===== src/rtl/uart_fe_pkg.sv =====
package uart_fe_pkg;
  localparam int ADDR_W = 5;

  localparam logic [ADDR_W-1:0] OFF_CTL  = 5'h00;
  localparam logic [ADDR_W-1:0] OFF_BAUD = 5'h04;
  localparam logic [ADDR_W-1:0] OFF_FCFG = 5'h08;
  localparam logic [ADDR_W-1:0] OFF_IRQ  = 5'h10;
  localparam logic [ADDR_W-1:0] OFF_DATA = 5'h14;

  // control bit positions (decoded by software and the receiver)
  localparam int CB_RXCLR  = 6;
  localparam int CB_TXCLR  = 7;
  localparam int CB_BRK    = 14;
  localparam int CB_PEVEN  = 18;
  localparam int CB_PEN    = 19;
  localparam int CB_LOOP   = 20;
  localparam int CB_RXEN   = 21;
  localparam int CB_TXEN   = 22;
  localparam int CB_BRGEN  = 23;

  // status bit positions
  localparam int SB_TXEMPTY = 5;
  localparam int SB_RXOVR   = 7;
  localparam int SB_RXRDY   = 11;

  localparam int STAT_W = 16;

  typedef struct packed {
    logic brg_en;
    logic tx_en;
    logic rx_en;
    logic loop_en;
    logic par_en;
    logic par_even;
    logic brk;
  } ctl_t;
endpackage


===== src/rtl/uart_fe_baud.sv =====
module uart_fe_baud #(
  parameter int BAUD_W = 16
) (
  input  logic              clk,
  input  logic              rst,
  input  logic              en,
  input  logic [BAUD_W-1:0] word,
  output logic              tick
);
  localparam int CW = BAUD_W + 1;

  logic [CW-1:0] cnt;
  logic [CW-1:0] last;

  // period is 2*(word+1): count 0 .. 2*word+1
  assign last = {word, 1'b1};

  always_ff @(posedge clk) begin
    if (rst || !en) begin
      cnt  <= '0;
      tick <= 1'b0;
    end else if (cnt >= last) begin
      cnt  <= '0;
      tick <= 1'b1;
    end else begin
      cnt  <= cnt + 1'b1;
      tick <= 1'b0;
    end
  end

  // a tick is never followed directly by another one
  p_tick_gap_r3: assert property (@(posedge clk) disable iff (rst)
    tick |=> !tick) else $error("p_tick_gap_r3");
endmodule


===== src/rtl/uart_fe_fifo.sv =====
module uart_fe_fifo #(
  parameter int W     = 8,
  parameter int DEPTH = 16
) (
  input  logic         clk,
  input  logic         rst,
  input  logic         flush,
  input  logic         push,
  input  logic [W-1:0] din,
  input  logic         pop,
  output logic [W-1:0] dout,
  output logic         empty,
  output logic         full
);
  localparam int AW = $clog2(DEPTH);

  logic [W-1:0] mem [DEPTH];
  logic [AW:0]  wptr, rptr;
  logic         do_push, do_pop;

  assign empty   = (wptr == rptr);
  assign full    = (wptr[AW] != rptr[AW]) && (wptr[AW-1:0] == rptr[AW-1:0]);
  assign do_push = push && !full && !flush;
  assign do_pop  = pop && !empty && !flush;
  assign dout    = mem[rptr[AW-1:0]];

  always_ff @(posedge clk) begin
    if (do_push) mem[wptr[AW-1:0]] <= din;
  end

  always_ff @(posedge clk) begin
    if (rst || flush) begin
      wptr <= '0;
      rptr <= '0;
    end else begin
      if (do_push) wptr <= wptr + 1'b1;
      if (do_pop)  rptr <= rptr + 1'b1;
    end
  end

  // a write into a full FIFO leaves the write pointer untouched
  p_no_overflow_r6: assert property (@(posedge clk) disable iff (rst)
    (full && push && !flush) |=> $stable(wptr)) else $error("p_no_overflow_r6");
endmodule


===== src/rtl/uart_fe_txser.sv =====
module uart_fe_txser #(
  parameter int DATA_W = 8
) (
  input  logic              clk,
  input  logic              rst,
  input  logic              en,
  input  logic              tick,
  input  logic              par_en,
  input  logic              par_even,
  input  logic              avail,
  input  logic [DATA_W-1:0] data,
  output logic              pop,
  output logic              line,
  output logic              busy
);
  localparam int FW   = DATA_W + 3;
  localparam int BL_W = $clog2(FW + 1);

  logic [FW-1:0]   shreg;
  logic [BL_W-1:0] bits_left;
  logic [3:0]      phase;
  logic            par_bit;

  assign par_bit = par_even ? ^data : ~^data;
  assign pop     = en && !busy && tick && avail;
  assign line    = (en && busy) ? shreg[0] : 1'b1;

  always_ff @(posedge clk) begin
    if (rst || !en) begin
      busy      <= 1'b0;
      shreg     <= '1;
      bits_left <= '0;
      phase     <= '0;
    end else if (!busy) begin
      if (pop) begin
        shreg     <= par_en ? {1'b1, par_bit, data, 1'b0} : {2'b11, data, 1'b0};
        bits_left <= par_en ? BL_W'(FW) : BL_W'(FW - 1);
        phase     <= '0;
        busy      <= 1'b1;
      end
    end else if (tick) begin
      if (phase == 4'd15) begin
        phase     <= '0;
        shreg     <= {1'b1, shreg[FW-1:1]};
        bits_left <= bits_left - 1'b1;
        if (bits_left == BL_W'(1)) busy <= 1'b0;
      end else begin
        phase <= phase + 1'b1;
      end
    end
  end

  // frames start only on an oversample tick
  p_load_on_tick_r4: assert property (@(posedge clk) disable iff (rst)
    $rose(busy) |-> $past(tick)) else $error("p_load_on_tick_r4");
endmodule


===== src/rtl/uart_frontend.sv =====
module uart_frontend
  import uart_fe_pkg::*;
#(
  parameter int BAUD_W     = 16,
  parameter int FIFO_DEPTH = 16
) (
  input  logic        clk,
  input  logic        rst,
  input  logic        bus_wr,
  input  logic        bus_rd,
  input  logic [4:0]  bus_addr,
  input  logic [31:0] bus_wdata,
  output logic [31:0] bus_rdata,
  input  logic        rx_ready,
  input  logic        rx_overrun,
  input  logic        rxd,
  output logic        txd,
  output logic        rx_serial,
  output logic        rx_enable,
  output logic        rx_flush,
  output logic        os_tick,
  output logic        irq
);
  localparam int DATA_W = 8;

  ctl_t              ctl;
  logic [BAUD_W-1:0] baud_q;
  logic [7:0]        fcfg_q;
  logic [STAT_W-1:0] mask_q;
  logic [STAT_W-1:0] stat;
  logic [31:0]       ctl_word;

  logic wr_ctl, wr_baud, wr_fcfg, wr_irq, wr_data, tx_clr;
  logic fifo_empty, fifo_full, fifo_pop, ser_line, ser_busy;
  logic [DATA_W-1:0] fifo_dout;

  assign wr_ctl  = bus_wr && (bus_addr == OFF_CTL);
  assign wr_baud = bus_wr && (bus_addr == OFF_BAUD);
  assign wr_fcfg = bus_wr && (bus_addr == OFF_FCFG);
  assign wr_irq  = bus_wr && (bus_addr == OFF_IRQ);
  assign wr_data = bus_wr && (bus_addr == OFF_DATA);
  assign tx_clr  = wr_ctl && bus_wdata[CB_TXCLR];

  always_ff @(posedge clk) begin
    if (rst) begin
      ctl      <= '0;
      baud_q   <= '0;
      fcfg_q   <= '0;
      mask_q   <= '0;
      rx_flush <= 1'b0;
    end else begin
      rx_flush <= wr_ctl && bus_wdata[CB_RXCLR];
      if (wr_ctl) begin
        ctl.brg_en   <= bus_wdata[CB_BRGEN];
        ctl.tx_en    <= bus_wdata[CB_TXEN];
        ctl.rx_en    <= bus_wdata[CB_RXEN];
        ctl.loop_en  <= bus_wdata[CB_LOOP];
        ctl.par_en   <= bus_wdata[CB_PEN];
        ctl.par_even <= bus_wdata[CB_PEVEN];
        ctl.brk      <= bus_wdata[CB_BRK];
      end
      if (wr_baud) baud_q <= bus_wdata[BAUD_W-1:0];
      if (wr_fcfg) fcfg_q <= bus_wdata[15:8];
      if (wr_irq)  mask_q <= bus_wdata[31:16];
    end
  end

  always_comb begin
    stat             = '0;
    stat[SB_TXEMPTY] = fifo_empty;
    stat[SB_RXOVR]   = rx_overrun;
    stat[SB_RXRDY]   = rx_ready;
    ctl_word           = '0;
    ctl_word[CB_BRGEN] = ctl.brg_en;
    ctl_word[CB_TXEN]  = ctl.tx_en;
    ctl_word[CB_RXEN]  = ctl.rx_en;
    ctl_word[CB_LOOP]  = ctl.loop_en;
    ctl_word[CB_PEN]   = ctl.par_en;
    ctl_word[CB_PEVEN] = ctl.par_even;
    ctl_word[CB_BRK]   = ctl.brk;
  end

  always_ff @(posedge clk) begin
    if (rst) begin
      bus_rdata <= '0;
      irq       <= 1'b0;
      txd       <= 1'b1;
    end else begin
      irq <= |(stat & mask_q);
      txd <= ctl.brk ? 1'b0 : ser_line;
      if (bus_rd) begin
        unique case (bus_addr)
          OFF_CTL:  bus_rdata <= ctl_word;
          OFF_BAUD: bus_rdata <= 32'(baud_q);
          OFF_FCFG: bus_rdata <= {16'h0, fcfg_q, 8'h0};
          OFF_IRQ:  bus_rdata <= {mask_q, stat};
          default:  bus_rdata <= '0;
        endcase
      end
    end
  end

  assign rx_serial = ctl.loop_en ? txd : rxd;
  assign rx_enable = ctl.rx_en;

  uart_fe_baud #(.BAUD_W(BAUD_W)) u_baud (
    .clk(clk), .rst(rst), .en(ctl.brg_en), .word(baud_q), .tick(os_tick)
  );

  uart_fe_fifo #(.W(DATA_W), .DEPTH(FIFO_DEPTH)) u_fifo (
    .clk(clk), .rst(rst), .flush(tx_clr), .push(wr_data),
    .din(bus_wdata[DATA_W-1:0]), .pop(fifo_pop), .dout(fifo_dout),
    .empty(fifo_empty), .full(fifo_full)
  );

  uart_fe_txser #(.DATA_W(DATA_W)) u_ser (
    .clk(clk), .rst(rst), .en(ctl.tx_en), .tick(os_tick),
    .par_en(ctl.par_en), .par_even(ctl.par_even),
    .avail(!fifo_empty && !tx_clr), .data(fifo_dout),
    .pop(fifo_pop), .line(ser_line), .busy(ser_busy)
  );

  // break forces the line low
  p_brk_low_r10: assert property (@(posedge clk) disable iff (rst)
    ctl.brk |=> !txd) else $error("p_brk_low_r10");

  // disabled transmitter keeps the line idle
  p_idle_high_r11: assert property (@(posedge clk) disable iff (rst)
    (!ctl.tx_en && !ctl.brk) |=> txd) else $error("p_idle_high_r11");

  // the transmit clear strobe leaves the FIFO empty
  p_txclr_r9: assert property (@(posedge clk) disable iff (rst)
    tx_clr |=> fifo_empty) else $error("p_txclr_r9");

  // a zero mask keeps the interrupt low
  p_irq_mask_r8: assert property (@(posedge clk) disable iff (rst)
    (mask_q == '0) |=> !irq) else $error("p_irq_mask_r8");
endmodule


===== config.mk =====
export PLATFORM = sky130hd
export DESIGN_NAME = uart_frontend
export DESIGN_NICKNAME = d
export VERILOG_FILES = /design/src/rtl/uart_fe_pkg.sv /design/src/rtl/uart_fe_baud.sv /design/src/rtl/uart_fe_fifo.sv /design/src/rtl/uart_fe_txser.sv /design/src/rtl/uart_frontend.sv
export SDC_FILE = /design/constraint.sdc
export NUM_CORES = 1
export LEC_CHECK = 0
export BUFFER_PORTS_ARGS = -buffer_cell sky130_fd_sc_hd__buf_2
export CELL_PAD_IN_SITES_DETAIL_PLACEMENT = 1
export CELL_PAD_IN_SITES_GLOBAL_PLACEMENT = 2
export CORE_MARGIN = 5
export CORE_UTILIZATION = 44
export CTS_CLUSTER_SIZE = 40
export DETAILED_ROUTE_END_ITERATION = 8
export GPL_TIMING_DRIVEN = 0
export PLACE_DENSITY = 0.91
export SLEW_MARGIN = 25
export SYNTH_ARGS = -nofsm -noshare
export SYNTH_HDL_FRONTEND = slang
export SYNTH_SLANG_ARGS = --single-unit
export TNS_END_PERCENT = 50

===== constraint.sdc =====
create_clock -name clk -period 4.2 [get_ports clk]
set_input_delay 0.21 -clock clk [delete_from_list [all_inputs] [get_ports clk]]
set_output_delay 0.21 -clock clk [all_outputs]
set_load 0.05 [all_outputs]

=== Word level (Yosys, flattened, before mapping) ===
Memory sizes are Yosys's and may differ from the RTL's. A register that Yosys moved wholly into a read port is not among the register bits.
Cells that the tools add are included.

* Register bits after elaboration: 130
* Bits in writable memories: 128
* Input bits: 44
* Output and inout bits: 38
* Word-level logic and storage cells: 104
* Memories: 1

* Add/subtract/negate cells: 5
* Magnitude comparators: 1
* Equal/unequal tests: 11
* Muxes and demuxes: 29
* Bitwise gates (word level): 1
* Reduce and logical (&&, ||, !) cells: 34

{| class="wikitable"
|+ Memory list
! memory !! words !! width !! read ports !! clocked after memory_dff !! write ports !! line !! source
|-
| u_fifo.mem || 16 || 8 || 1 || 1 || 1 || uart_fe_fifo.sv:17 || <nowiki>logic [W-1:0] mem [DEPTH];</nowiki>
|}

{| class="wikitable"
|+ Operators with widths
! operator !! number
|-
| one-hot mux 32 bit (4 select lines) || 1
|-
| two-way mux 11 bit || 4
|-
| two-way mux 4 bit || 10
|-
| adder 17 x 1 -> 17 bit, second input constant || 1
|-
| greater-or-equal comparator 17 bit || 1
|-
| logical AND 1 bit || 17
|-
| bitwise AND 12 x 16 -> 16 bit || 1
|-
| OR reduction 16 bit || 1
|-
| two-way mux 1 bit || 13
|-
| adder 5 x 1 -> 5 bit, second input constant || 2
|-
| == test 5 bit, second input constant || 2
|-
| two-way mux 10 bit || 1
|-
| XNOR reduction 8 bit || 1
|-
| XOR reduction 8 bit || 1
|-
| logical NOT 1 bit || 6
|-
| == test 5 x 3 -> 1 bit, second input constant || 1
|-
| == test 5 x 4 -> 1 bit, second input constant || 1
|-
| == test 5 bit || 1
|-
| logical NOT 5 bit || 1
|-
| adder 4 x 1 -> 4 bit, second input constant || 1
|-
| == test 4 x 1 -> 1 bit, second input constant || 1
|-
| == test 4 bit || 1
|-
| == test 4 bit, second input constant || 1
|-
| inequality test 2 bit, second input constant || 2
|-
| other kinds (7) || 9
|}

=== Depth between registers and ports, before layout ===
* Depth in word-level cells: 10
* Gate-level depth with buffers: 11
* Mapped depth without buffers: 10

=== Hierarchy ===
Synthesis repeated with hierarchy kept, for this count alone.

* Cells, all modules: 862
* Area total of the unflattened synthesis: 11205.7 um2

{| class="wikitable"
|+ By module, submodules not included
! module !! instances !! cells each !! area each (um2) !! sequential area each (um2)
|-
| uart_fe_fifo || 1 || 290 || 5866.9 || 4124.0
|-
| uart_frontend || 1 || 325 || 3139.3 || 1641.6
|-
| uart_fe_baud || 1 || 137 || 1188.6 || 360.3
|-
| uart_fe_txser || 1 || 110 || 1011.0 || 380.4
|}

=== Least setup slack after synthesis ===
No wires, ideal clock.

* Path type: reg-to-reg
* Start: register with a tool-made name
* End: register u_ser.shreg[9]
* Library setup time: 0.133 ns
* Data arrival time: 2.429 ns
* Required time: 4.067 ns
* Setup slack: 1.638 ns
* Stages on the path, launching flop included: 9
* Buffers on the path: 1
* Clock period less this slack: 2.562 ns
* Cell sequence: dfxtp_1 > buf_6 > mux4_1 > mux4_2 > xnor2_1 > xnor3_1 > xnor2_1 > nor4b_1 > o21ai_1

{| class="wikitable"
|+ RTL lines
! what !! line !! source
|-
| to (signal assigned) || uart_fe_txser.sv:36 || <nowiki>shreg <= par_en ? {1'b1, par_bit, data, 1'b0} : {2'b11, data, 1'b0};</nowiki>
|-
| to (signal assigned) || uart_fe_txser.sv:44 || <nowiki>shreg <= {1'b1, shreg[FW-1:1]};</nowiki>
|-
| to (decl) || uart_fe_txser.sv:19 || <nowiki>logic [FW-1:0] shreg;</nowiki>
|}

=== Worst setup path in the final report ===
* Start: register u_fifo.wptr[2]
* End: memory u_fifo.mem[14][5], enable pin

* Longest elaborated chain between the ends: 7

{| class="wikitable"
|+ Ends and longest elaborated chain
! what !! line !! source
|-
| from (decl) || uart_fe_fifo.sv:18 || <nowiki>logic [AW:0] wptr, rptr;</nowiki>
|-
| from (signal assigned) || uart_fe_fifo.sv:36 || <nowiki>if (do_push) wptr <= wptr + 1'b1;</nowiki>
|-
| == test 4 bit || uart_fe_fifo.sv:22 || <nowiki>assign full = (wptr[AW] != rptr[AW]) && (wptr[AW-1:0] == rptr[AW-1:0]);</nowiki>
|-
| logical AND 1 bit || uart_fe_fifo.sv:22 ||
|-
| logical NOT 1 bit || uart_fe_fifo.sv:23 || <nowiki>assign do_push = push && !full && !flush;</nowiki>
|-
| logical AND 1 bit (2 in a row) || uart_fe_fifo.sv:23 ||
|-
| two-way mux 1 bit || uart_fe_fifo.sv:28 || <nowiki>if (do_push) mem[wptr[AW-1:0]] <= din;</nowiki>
|-
| two-way mux 1 bit (implied by the code) || uart_fe_fifo.sv:28 ||
|-
| to (decl) || uart_fe_fifo.sv:17 ||
|}

Parallel ways exist; a longest one is shown, timed or not.

==> results.md <==
* VDD IR-drop max at 0.273 mV
* Post-Syn Nets at 1004
* EDFF count, synth at 128
* Die area at 0.0279 sq mm
* Starting Density at 0.446
* RSZ-0062 raised after global routing: no
* Vias at 7779
* H-tree depth at 1
* Final WL at 29700 microns
* Status: completed
* Crit path required time at 4.35 ns
* Area growth from synthesis to layout at 18.6%
* CP startpoint kind: flip-flop
* Worst EP arrival at 3.32 ns
* Chip height at 167 microns
* Cell Rows at 57
* Initial antenna violation count at 0
* TritonCTS clock tree: built
* P per Cell Area at 416 mW/mm^2
* Maximum clock rate at 316 MHz
* Total grt overflow at 0
* Hold WC Path Type: in -> reg
* GPL Wtd Cong at 0.803
* Nature of the critical path endpoint: flip-flop
* Worst slew pin tran at 1.02 ns
* Crit Path Class: reg -> reg
* Max-cap viol count at 0
* CTS root buffer: clkbuf_16
* # port buffers at 78
* Clock period minus final worst setup slack at 3.17 ns
* Final nets at 1136
* Final ANT Viol Nets at 0
* DRC Markers at 0
* Synthesized cell area at 0.0109 sq mm
* Endpoints failing hold at 0
* Final period util at 0.755
* Skew-Pair Late Insertion Delay at 0.53 ns
* Total Routing Usage GR at 0.211
* Antenna diodes at 0
* Die width at 167 microns
* #FFs+latches synth at 261
* FILL cells at 2604
* Synth Warn # at 0
* Global-route wire length before repair at 47300 microns
* Slew Limit Headroom at 0.315
* Post-synthesis cell count at 935
* CP max FO at 10
* Cell variety after synth at 55
* Drt initial violations at 641
* Yosys top cell by area: edfxtp_1
* Ys async rst share at 0
* Share of cells above drive strength 1 at 0.155
* Total negative slack at 0 ns
* Final Max Tran Viols at 0
* Post-CTS Setup Bufs at 0
* Share of the synthesized area in the top cell type at 0.354
* Syn Area/Cell at 11.6 sq um
* Vias in the first global route at 8267
* Most area-consuming cells after synthesis: edfxtp_1 35%, dfxtp_1 25%, a21oi_1 5.4%
* WL/cell at 21.0 microns
* Sequential fraction of the synthesis area at 0.599
* I/O pins at 82
* Tot Pwr at 5.36 mW
* Num CTS Buffers at 28
* Core area at 0.0243 sq mm
* Worst-path clk slew at 0.06 ns
* Final setup violation count at 0
* # clock sinks at 261
* DR vias/cell at 5.51
* CTS max path bufs at 3
* Leak pwr at 4.50 nW
* Top FF cell, synth: dfxtp_1
* Drt first pass iters at 5
* Pin count of the biggest net entering global routing at 21
* Placed wire-length estimate at 20500 microns
* Worst Clk Skew at 0.00777 ns
* Hold slack at 0.0308 ns
placed cells by master (no fill, tap or decap), types with 4 or more instances in the layout:
cell           count
xor2_1            13
dlygate4sd3_1     24
o21ai_1            5
xnor2_1           23
clkbuf_8           6
and3_1             5
dfxtp_1          133
mux2i_1            6
ha_1              25
edfxtp_1         128
a21oi_1          117
inv_1             24
clkbuf_16         29
nand2_1          152
a21o_1             5
buf_2             83
clkbuf_1          48
a22oi_1           22
nor2_1            69
nor3_1            11
nand2b_1           6
nand4_1           11
nor2b_1            6
o211ai_1           9
nor3_2             4
mux4_2            26
buf_1              4
nand3_1           37
mux4_1            10
layout make-up:
type	count	area [sq um]	area share
multi-input cells	595	4000	0.311
plain buffers	54	277	0.0215
inverters	25	93.8	0.00729
well taps	324	405	0.0315
flip-flops and latches	261	6510	0.505
clock buffers	44	842	0.0654
clock inverters	8	121	0.00943
repair buffers	102	631	0.0490
registers in the layout (all words and copies together) (netlist names), 6 cells and up, named ones only:
| register | cells |
|---|---|
| bus_rdata | 32 |
| u_ser.shreg | 10 |
| fcfg_q | 8 |
| ctl | 6 |
| u_baud.cnt | 17 |
| baud_q | 16 |
| u_fifo.mem | 128 |
| mask_q | 16 |
synth_stat cells, types with 11 or more instances:
cell / count
inv_1: 24
nand2_1: 152
edfxtp_1: 128
nor2_1: 70
xor2_1: 13
ha_1: 25
mux4_2: 26
nand4_1: 11
a22oi_1: 22
clkbuf_1: 39
xnor2_1: 23
dfxtp_1: 133
nand3_1: 37
a21oi_1: 117
nor3_1: 15
per-layer routing:
| metal | vias to the layer above | global-route usage | wire (microns) |
|---|---|---|---|
| met1 | 3910 | 0.288 | 13100 |
| met2 | 197 | 0.359 | 14600 |
| met3 | 41 | 0.0256 | 1290 |
| li1 | 3631 | - | - |
| met4 | 0 | 0.0551 | 649 |
| met5 | - | 0 | 0 |
per-stage QoR:
step | setup slack [ns] | cells | area, sq um | utilization
3_3_place_gp | 0.992 | 1337 | 11600 | 0.479
5_1_grt | 0.726 | 1413 | 12900 | 0.529
3_5_place_dp | 1.12 | 1337 | 11700 | 0.480
2_1_floorplan | 1.64 | 935 | 10900 | -
4_1_cts | 1.01 | 1413 | 12900 | 0.529
6_report | 1.03 | 1413 | 12900 | 0.529
cell families (layout without fill, tap and decap cells):
logic type	after synthesis	after routing	share of synthesized area
and+or+nand+nor	315	315	0.126
xor gates and xnor gates	39	39	0.0341
adders and majority gates	25	25	0.0288
muxes	43	43	0.0847
buffers and inverters	79	233	0.0341
AOI/OAI and AO/OA	173	173	0.0930
DFF	261	261	0.599
path summary, 6_finish.rpt:
path | start | endpoint | slack [ns] | cells after the start
setup / recovery | u_fifo.wptr[2] | u_fifo.mem[14][5] | 1.03 | 7
hold / removal | rx_ready | irq | 0.03 | 3
setup reg to reg | u_fifo.wptr[2] | u_fifo.mem[14][5] | 1.03 | 7
hold reg to reg | fcfg_q[3] | fcfg_q[3] | 0.46 | 2
timing repair:
item,4_1_cts,5_1_grt
endpoints found under the hold margin,39,0
setup endpoints to repair,0,0
gates resized for setup,0,0
hold buffers,24,0
worst max-delay path, stage by stage (launching register included):
cell	delay, ns
dfxtp_1	0.30
buf_2	0.27
xnor2_1	0.12
nand4_1	0.12
nor2b_1	0.06
nor3_1	0.72
nand2_1	0.36
nor2_1	0.84
power breakdown:
part | total (mW) | internal, mW | leakage, nW | switching, mW
clock network | 2.55 | 1.56 | 0.470 | 0.991
registers | 2.67 | 2.67 | 2.22 | 0.00346
logic | 0.135 | 0.0441 | 1.81 | 0.0907
total | 5.36 | 4.27 | 4.50 | 1.09
Power figures use the tool's default switching activity.
